===== config.mk =====
export PLATFORM = sky130hd
export DESIGN_NAME = rx_mailbox_bank
export DESIGN_NICKNAME = d
export VERILOG_FILES = /design/src/rtl/rx_mailbox_pkg.sv /design/src/rtl/rx_mailbox_ctrl.sv /design/src/rtl/rx_mailbox_store.sv /design/src/rtl/rx_mailbox_bank.sv
export SDC_FILE = /design/constraint.sdc
export NUM_CORES = 2
export LEC_CHECK = 0
export CORE_MARGIN = 4
export CORE_UTILIZATION = 42
export CTS_BUF_LIST = sky130_fd_sc_hd__clkbuf_2 sky130_fd_sc_hd__clkbuf_4 sky130_fd_sc_hd__clkbuf_8
export DETAILED_ROUTE_END_ITERATION = 10
export PLACE_DENSITY = 0.6
export SLEW_MARGIN = 20
export SYNTH_ARGS = -nofsm -noshare
export SYNTH_HDL_FRONTEND = slang
export SYNTH_SLANG_ARGS = --single-unit

===== constraint.sdc =====
create_clock -name clk -period 10.7 [get_ports clk]
set_clock_uncertainty 0.1 [all_clocks]
set_input_delay 1.605 -clock clk [delete_from_list [all_inputs] [get_ports clk]]
set_output_delay 1.605 -clock clk [all_outputs]
set_load 0.03 [all_outputs]

===== src/rtl/rx_mailbox_pkg.sv =====
package rx_mailbox_pkg;

  // Widest mailbox index carried in the control strobes
  localparam int MBX_IDX_W = 6;

  // Status word field positions
  localparam int ST_DLC_LSB = 16;
  localparam int ST_RTR_BIT = 20;
  localparam int ST_RDY_BIT = 23;
  localparam int ST_IGN_BIT = 24;

  // Identifier word layout
  localparam int ID_IDE_BIT   = 29;
  localparam int STD_ID_SHIFT = 18;

  typedef struct packed {
    logic                 wrEn;
    logic                 setIgn;
    logic [MBX_IDX_W-1:0] wrIdx;
  } mbx_strobe_t;

  typedef struct packed {
    logic [28:0] id;
    logic        ide;
    logic        rtr;
    logic [3:0]  dlc;
    logic [63:0] data;
  } rx_frame_t;

endpackage


===== src/rtl/rx_mailbox_ctrl.sv =====
module rx_mailbox_ctrl
  import rx_mailbox_pkg::*;
#(
  parameter int NUM_MB         = 12,
  parameter int OVERWRITE_LAST = 1,
  parameter int CNT_W          = 8
) (
  input  logic              clk,
  input  logic              rst_n,
  input  logic              rxValid,
  input  logic              rearmWe,
  input  logic [NUM_MB-1:0] rearmMask,
  output mbx_strobe_t       strobe,
  output logic [NUM_MB-1:0] readyVec,
  output logic [NUM_MB-1:0] ignVec,
  output logic [CNT_W-1:0]  dropCount
);

  localparam int IDX_W = $clog2(NUM_MB);
  localparam int LAST  = NUM_MB - 1;

  logic [NUM_MB-1:0] readyQ, readyD, ignQ, ignD, clrMask;
  logic              freeFound;
  logic [IDX_W-1:0]  freeIdx;
  logic              allFull;

  // Lowest-numbered mailbox with a clear ready flag
  always_comb begin
    freeFound = 1'b0;
    freeIdx   = '0;
    for (int i = NUM_MB - 1; i >= 0; i--) begin
      if (!readyQ[i]) begin
        freeFound = 1'b1;
        freeIdx   = IDX_W'(i);
      end
    end
  end

  assign allFull = rxValid && !freeFound;

  always_comb begin
    strobe.wrEn   = rxValid && (freeFound || (OVERWRITE_LAST != 0));
    strobe.setIgn = allFull && (OVERWRITE_LAST != 0);
    strobe.wrIdx  = freeFound ? MBX_IDX_W'(freeIdx) : MBX_IDX_W'(LAST);
  end

  assign clrMask = rearmWe ? rearmMask : '0;

  always_comb begin
    readyD = readyQ & ~clrMask;
    ignD   = ignQ & ~clrMask;
    for (int i = 0; i < NUM_MB; i++) begin
      if (strobe.wrEn && strobe.wrIdx == MBX_IDX_W'(i)) readyD[i] = 1'b1;
    end
    if (strobe.setIgn) ignD[LAST] = 1'b1;
  end

  always_ff @(posedge clk) begin
    if (!rst_n) begin
      readyQ <= '0;
      ignQ   <= '0;
    end else begin
      readyQ <= readyD;
      ignQ   <= ignD;
    end
  end

  assign readyVec = readyQ;
  assign ignVec   = ignQ;

  generate
    if (OVERWRITE_LAST != 0) begin : g_noDrop
      assign dropCount = '0;
    end else begin : g_dropCnt
      logic [CNT_W-1:0] dropQ;
      always_ff @(posedge clk) begin
        if (!rst_n) dropQ <= '0;
        else if (allFull && dropQ != {CNT_W{1'b1}}) dropQ <= dropQ + 1'b1;
      end
      assign dropCount = dropQ;
    end
  endgenerate

endmodule


===== src/rtl/rx_mailbox_store.sv =====
module rx_mailbox_store
  import rx_mailbox_pkg::*;
#(
  parameter int NUM_MB = 12
) (
  input  logic                       clk,
  input  logic                       rst_n,
  input  mbx_strobe_t                strobe,
  input  rx_frame_t                  frame,
  input  logic [$clog2(NUM_MB)-1:0]  rdSel,
  input  logic [NUM_MB-1:0]          readyVec,
  input  logic [NUM_MB-1:0]          ignVec,
  output logic [31:0]                rdIdWord,
  output logic [31:0]                rdStatusWord,
  output logic [31:0]                rdDataLo,
  output logic [31:0]                rdDataHi
);

  localparam int IDX_W = $clog2(NUM_MB);

  logic [31:0] idQ   [NUM_MB];
  logic        rtrQ  [NUM_MB];
  logic [3:0]  dlcQ  [NUM_MB];
  logic [63:0] dataQ [NUM_MB];
  logic [31:0] idFmt;

  always_comb begin
    idFmt = '0;
    if (frame.ide) begin
      idFmt[28:0]       = frame.id;
      idFmt[ID_IDE_BIT] = 1'b1;
    end else begin
      idFmt[STD_ID_SHIFT +: 11] = frame.id[10:0];
    end
  end

  always_ff @(posedge clk) begin
    for (int i = 0; i < NUM_MB; i++) begin
      if (!rst_n) begin
        idQ[i]   <= '0;
        rtrQ[i]  <= 1'b0;
        dlcQ[i]  <= '0;
        dataQ[i] <= '0;
      end else if (strobe.wrEn && strobe.wrIdx == MBX_IDX_W'(i)) begin
        idQ[i]   <= idFmt;
        rtrQ[i]  <= frame.rtr;
        dlcQ[i]  <= frame.dlc;
        dataQ[i] <= frame.data;
      end
    end
  end

  always_comb begin
    rdIdWord     = '0;
    rdStatusWord = '0;
    rdDataLo     = '0;
    rdDataHi     = '0;
    for (int i = 0; i < NUM_MB; i++) begin
      if (rdSel == IDX_W'(i)) begin
        rdIdWord                             = idQ[i];
        rdStatusWord[ST_DLC_LSB +: 4]        = dlcQ[i];
        rdStatusWord[ST_RTR_BIT]             = rtrQ[i];
        rdStatusWord[ST_RDY_BIT]             = readyVec[i];
        rdStatusWord[ST_IGN_BIT]             = ignVec[i];
        rdDataLo                             = dataQ[i][31:0];
        rdDataHi                             = dataQ[i][63:32];
      end
    end
  end

endmodule


===== src/rtl/rx_mailbox_bank.sv =====
module rx_mailbox_bank
  import rx_mailbox_pkg::*;
#(
  parameter int NUM_MB         = 12,
  parameter int OVERWRITE_LAST = 1,
  parameter int CNT_W          = 8
) (
  input  logic                      clk,
  input  logic                      rst_n,
  input  logic                      rxValid,
  input  logic [28:0]               rxId,
  input  logic                      rxIde,
  input  logic                      rxRtr,
  input  logic [3:0]                rxDlc,
  input  logic [63:0]               rxData,
  input  logic                      rearmWe,
  input  logic [NUM_MB-1:0]         rearmMask,
  input  logic [$clog2(NUM_MB)-1:0] rdSel,
  output logic [31:0]               rdIdWord,
  output logic [31:0]               rdStatusWord,
  output logic [31:0]               rdDataLo,
  output logic [31:0]               rdDataHi,
  output logic [NUM_MB-1:0]         readyVec,
  output logic [CNT_W-1:0]          dropCount
);

  mbx_strobe_t       strobe;
  rx_frame_t         frame;
  logic [NUM_MB-1:0] ignVec;

  assign frame = '{id: rxId, ide: rxIde, rtr: rxRtr, dlc: rxDlc, data: rxData};

  rx_mailbox_ctrl #(
    .NUM_MB(NUM_MB), .OVERWRITE_LAST(OVERWRITE_LAST), .CNT_W(CNT_W)
  ) ctrl_i (
    .clk(clk), .rst_n(rst_n), .rxValid(rxValid), .rearmWe(rearmWe),
    .rearmMask(rearmMask), .strobe(strobe), .readyVec(readyVec),
    .ignVec(ignVec), .dropCount(dropCount)
  );

  rx_mailbox_store #(.NUM_MB(NUM_MB)) store_i (
    .clk(clk), .rst_n(rst_n), .strobe(strobe), .frame(frame), .rdSel(rdSel),
    .readyVec(readyVec), .ignVec(ignVec), .rdIdWord(rdIdWord),
    .rdStatusWord(rdStatusWord), .rdDataLo(rdDataLo), .rdDataHi(rdDataHi)
  );

endmodule


; ---- Word-level counts from Yosys, hierarchy flattened
; Memory sizes are Yosys's and may differ from the RTL's.
; Index checks and enable logic that the tools add are counted.
[classes]
n_reduce_logical = 16
n_bitwise = 51
n_eq_ne = 22
mux = 187
[op_table]
columns = operator, n
row1 = 2-to-1 mux 32 bit, 36
row2 = 2-to-1 mux 64 bit, 12
row3 = 2-to-1 mux 30 bit, 12
row4 = 2-to-1 mux 4 bit, 25
row5 = 2-to-1 mux 1 bit, 75
row6 = 2-to-1 mux 5 bit, 12
row7 = OR 1 bit, 48
row8 = "== test 4 x 3 -> 1 bit, second input constant", 8
row9 = "== test 4 bit, second input constant", 8
row10 = AND 12 bit, 2
row11 = 2-to-1 mux 2 bit, 12
row12 = 2-to-1 mux 18 bit, 1
row13 = "== test 4 x 2 -> 1 bit, second input constant", 4
row14 = logical AND 1 bit, 13
row15 = 2-to-1 mux 12 bit, 1
row16 = NOT 12 bit, 1
row17 = 2-to-1 mux 11 bit, 1
row18 = "== test 4 x 1 -> 1 bit, second input constant", 2
row19 = zero test 6 bit, 1
row20 = zero test 4 bit, 1
row21 = zero test 1 bit, 1
[totals]
output_inout_bits = 148
memories = 4
reg_bits = 24
mem_bits_rw = 1188
input_bits = 119
[mem_list]
columns = memory, depth, word_bits, read_ports, rd_ports_with_merged_regs, wr, line
row1 = store_i.dataQ, 12, 64, 12, 0, 12, rx_mailbox_store.sv:24  ; logic [63:0] dataQ [NUM_MB];
row2 = store_i.idQ, 12, 30, 12, 0, 12, rx_mailbox_store.sv:21  ; logic [31:0] idQ [NUM_MB];
row3 = store_i.dlcQ, 12, 4, 12, 0, 12, rx_mailbox_store.sv:23  ; logic [3:0] dlcQ [NUM_MB];
row4 = store_i.rtrQ, 12, 1, 12, 0, 12, rx_mailbox_store.sv:22  ; logic rtrQ [NUM_MB];

; ---- Depth between registers and ports, before layout
[depth]
depth_word = 19
ltp_mapped = 10
depth_no_buf = 5

; ---- By module
; Synthesis repeated with hierarchy kept, for this count alone.
[unflattened]
cells_unflattened = 4316
area_unflattened_um2 = 56978.4
[by_module_without_submodules]
columns = mod, cells_each, instances, area_each_um2, seq_area_each_um2
row1 = rx_mailbox_store, 4192, 1, 55891.1, 35664.2
row2 = rx_mailbox_ctrl, 124, 1, 1087.3, 480.5

; ---- Least setup slack after synthesis
; No wires, ideal clock.
[synth_path]
kind = input port to flip-flop
from = input rxValid
to = memory store_i.dataQ[10][0], in the netlist store_i.dataQ[2][128], enable pin
required_ns = 9.906
setup_ns = 0.694
t_arrival_ns = 9.001
slack_ns = 0.906
stages = 3
cell_sequence = inv_1 or3_1 o21ai_0
[synth_lines]
columns = element, line
row1 = "start, declared", rx_mailbox_bank.sv:10  ; input logic rxValid,
row2 = "end, declared", rx_mailbox_store.sv:24

; ---- Final worst setup path
[layout_path]
from = input rdSel[0]
to = output rdStatusWord[20]
[layout_between]
elab_chain_len = 13
word_cells_on_any_way = 24
classes_between = eq/ne (11) / mux (12) / reduce/logical (1)
[layout_rtl]
columns = element, line
row1 = "start, declared", rx_mailbox_bank.sv:18  ; input logic [$clog2(NUM_MB)-1:0] rdSel,
row2 = zero test 4 bit, rx_mailbox_store.sv:59  ; if (rdSel == IDX_W'(i)) begin
row3 = 2-to-1 mux 5 bit (11 in series), rx_mailbox_store.sv:59
row4 = 2-to-1 mux 5 bit *, rx_mailbox_store.sv:59
row5 = "end, declared", rx_mailbox_bank.sv:20  ; output logic [31:0] rdStatusWord,
; Mark *: on every way between the ends. The rest lies on a longest branch, timed or not.

==> results.sh <==
export IMPL_outcome="complete, no violations"
export IMPL_combPwrFrac_pct=11.2
export IMPL_p_per_area_nw_per_um2=168
export IMPL_layout_min_cycle_time_ns=7.52
export IMPL_drcViolationCount=0
export IMPL_slew_headroom_pct=18.4
export IMPL_cts_tree="yes"
export IMPL_ys_warn_count=0
export IMPL_regToRegEndpoint="store_i.dataQ[0][221]"
export IMPL_setup_viol=0
export IMPL_clock_latency_ns=0.90
export IMPL_worstSetupPathType="primary input to primary output"
export IMPL_min_from="store_i.rtrQ[2][0]"
export IMPL_cp_num_cells=9
export IMPL_path_cells="buf_8 > buf_4 > nand4b_1 > buf_4 > o22ai_1 > a21oi_1 > nor2_1 > nor3_1 > clkdlybuf4s50_1"
export IMPL_io_pins=267
export IMPL_path_buf_inv=4
export IMPL_synth_enable_flop_cells=1187
export IMPL_endpoint_kind="primary output"
export IMPL_antenna_left=0
export IMPL_p_sw_mw=2.85
export IMPL_fillers=11800
export IMPL_dr_pass1_iters=6
export IMPL_hp_class="register to register"
export IMPL_cts_sinks=1212
export IMPL_die_area_sq_um=139000
export IMPL_core_area_sq_um=132000
export IMPL_cp_slowest_cell="nand4b_1"
export IMPL_ys_seq_area_share_pct=64.5
export IMPL_drv_cap=0
export IMPL_nets=4949
export IMPL_multi_input_area_sq_um=18100
export IMPL_antenna_found_initial=10
export IMPL_worst_pin_slew_ns=1.22
export IMPL_cp_max_fo=64
export IMPL_die_height_um=373
export IMPL_synth_area_sq_um=56100
export IMPL_rrSetupSlack_ns=5.02
export IMPL_clk_path_buf_depth=3
export IMPL_cts_buffers=202
export IMPL_crit_top_cell="buf_4"
export IMPL_rows=133
export IMPL_grt_pass1_wl_um=274000
export IMPL_async_reset_ff_share_pct=0
export IMPL_cts_resized=0
export IMPL_power_share_clock_pct=37.7
export IMPL_max_stage_delay_ns=0.99
export IMPL_grt_max_degree=151
export IMPL_r2r_start="ctrl_i.readyVec[1]"
export IMPL_max_vdd_ir_drop_v=0.000127
export IMPL_rsz0062_at_grt="no"
export IMPL_cp_start_kind="primary input"
export IMPL_crit_family="buffers and inverters"
export IMPL_regArea_sq_um=36100
export IMPL_gp_congestion=0.807
export IMPL_cts_htree_levels=4
export IMPL_intPower_mw=7.83
export IMPL_hold_end="store_i.rtrQ[2][0]"
export IMPL_io_buffers=231
export IMPL_stdcell_count=6746
export IMPL_drt_wirelength_per_cell_um=28.5
export IMPL_post_cts_buffers=0
export IMPL_synth_ff_type="edfxtp_1"
export IMPL_hold_depth=2
export IMPL_num_vias=40700
export IMPL_hold_viol_final=0
export IMPL_synth_area_leader_cell="edfxtp_1"
export IMPL_cellLeakagePower_nw=21.5
export IMPL_cts_clk_slew_worst_paths_ns=0.05
export IMPL_gr_total_overflow=0
export IMPL_grt_pass1_vias=40000
export IMPL_drv_slew=0
export IMPL_die_width_um=373
export IMPL_synth_top_area_share_pct=63.6
export IMPL_start_util_pct=42.5
export IMPL_crit_arrival_ns=5.81
export IMPL_dp_hpwl_um=102000
export IMPL_grt_use_total_pct=26.6
export IMPL_r2r_cells=7
export IMPL_fin_util_pct=48.1
export IMPL_cts_hold_buf=0
export IMPL_areaGrowthSynthToFinish_pct=13.1
export IMPL_placed_cells=6380
export IMPL_via_per_inst=6.03
export IMPL_max_freq_ghz=0.133
export IMPL_synth_seq_cells=1212
export IMPL_avgSynthCellArea_sq_um=11.9
export IMPL_cts_root_buffer="clkbuf_8"
export IMPL_seqPwrFrac_pct=51.1
export IMPL_drive_gt1_share_pct=12.3
export IMPL_synth_distinct_cells=61
export IMPL_cp_data_required_time_ns=9.00
export IMPL_postSynthCellCount=4711
export IMPL_drt_wl_total_um=192000
export IMPL_swShare_pct=26.7
export IMPL_drt_iter0_drc=5207
export IMPL_period_share_pct=70.3
export IMPL_synth_area_leaders="edfxtp_1, nor2_1, nand2_1, mux2i_1, o21ai_0"
export IMPL_finalSetupTns_ns=0
-- per-stage QoR --
stage	instance area, sq um	total power [mW]	setup WS, ns	hold WS [ns]
2_1_floorplan	56200	6.30	0.906	0.339
3_3_place_gp	59500	6.73	3.29	0.353
3_5_place_dp	59500	6.74	3.29	0.369
4_1_cts	63400	10.7	3.30	0.380
5_1_grt	63400	11.0	3.08	0.398
6_report	63400	10.7	3.18	0.382
-- cells in the mapped netlist, drive strengths merged (43+ instances only) --
| master | instances |
|---|---|
| edfxtp | 1187 |
| o21ai | 235 |
| a21oi | 139 |
| o22ai | 115 |
| a22oi | 54 |
| buf | 213 |
| nand3 | 92 |
| nand2b | 43 |
| and3 | 68 |
| nor2b | 101 |
| nor2 | 1136 |
| nand2 | 368 |
| nand3b | 65 |
| o2bb2ai | 82 |
| a211oi | 46 |
| mux2i | 132 |
| clkbuf | 230 |
| and2 | 83 |
| mux4 | 49 |
-- worst max path at each step --
stage             start                    end  slack (ns)
3_5_place_dp   rdSel[0]            rdDataHi[1]        3.29
6_report       rdSel[0]       rdStatusWord[20]        3.18
4_1_cts        rdSel[0]            rdDataHi[1]        3.30
5_1_grt        rdSel[0]       rdStatusWord[20]        3.08
3_3_place_gp   rdSel[0]           rdDataLo[24]        3.29
2_1_floorplan   rxValid  store_i.dataQ[2][128]        0.91
-- worst reg2reg max path: stages (launching register included) --
cell     delay, ns
dfxtp_1       0.59
nand2_1       0.09
a31o_2        0.23
nor2_1        0.69
nand2_4       0.77
o21ai_4       1.12
buf_4         0.74
buf_4         0.93
-- cells in the final DEF (no fill, tap or decap), types with 49 or more instances in the layout --
master,netlist,layout
o21ai_0,234,222
mux4_2,49,49
and2_1,83,82
clkbuf_4,0,59
clkdlybuf4s50_1,0,225
o22ai_1,115,115
clkbuf_8,0,208
o2bb2ai_1,82,82
mux2i_1,132,132
nor2_4,80,86
edfxtp_1,1187,1187
nand2_1,368,366
a21oi_1,139,138
and3_1,68,66
nand3b_1,65,65
nand3_1,92,91
buf_4,36,86
a22oi_1,54,54
nor2b_1,101,97
clkinv_1,0,57
nor2_1,1046,1040
-- power by group through the flow --
stage          sequential, mW  combinational [mW]  clock, mW
2_1_floorplan            5.60               0.694          0
3_3_place_gp             5.55                1.18          0
3_5_place_dp             5.56                1.18          0
4_1_cts                  5.46                1.19       4.06
5_1_grt                  5.47                1.24       4.27
6_report                 5.46                1.20       4.02
-- logic make-up after synthesis --
logic type	share of synthesized area (%)
flip-flops	64.5
AO/OA/AOI/OAI	9.94
other	0.00669
AND/OR/NAND/NOR	16.8
multiplexers	4.77
buffers and inverters	4.03
-- state kept, by name, indices dropped and copies added (netlist names) --
signal	flops
store_i.rtrQ	12
store_i.idQ	360
ctrl_i.ignVec	12
store_i.dlcQ	48
ctrl_i.readyVec	12
store_i.dataQ	768
-- routing by layer --
| layer | GRT usage, % | wire length (um) | vias up | share of wire (%) |
|---|---|---|---|---|
| met4 | 9.46 | 6110 | 4 | 3.2 |
| met1 | 35.9 | 75400 | 20500 | 39 |
| met2 | 42.7 | 90200 | 2440 | 47 |
| met5 | 0 | 23 | - | 0.012 |
| met3 | 5.59 | 20300 | 357 | 11 |
| li1 | - | - | 17400 | - |
-- area by class of cell --
type,count,share of cell area [%]
Multi-Input combinational cell,3082,28.5
Sequential cell,1212,57.0
Clock buffer,267,5.21
Inverter,8,0.0473
Timing Repair Buffer,324,4.87
Antenna cell,4,0.0158
Tap cell,1755,3.46
Clock inverter,94,0.874
Note: power is estimated with default switching activity, not from simulation.
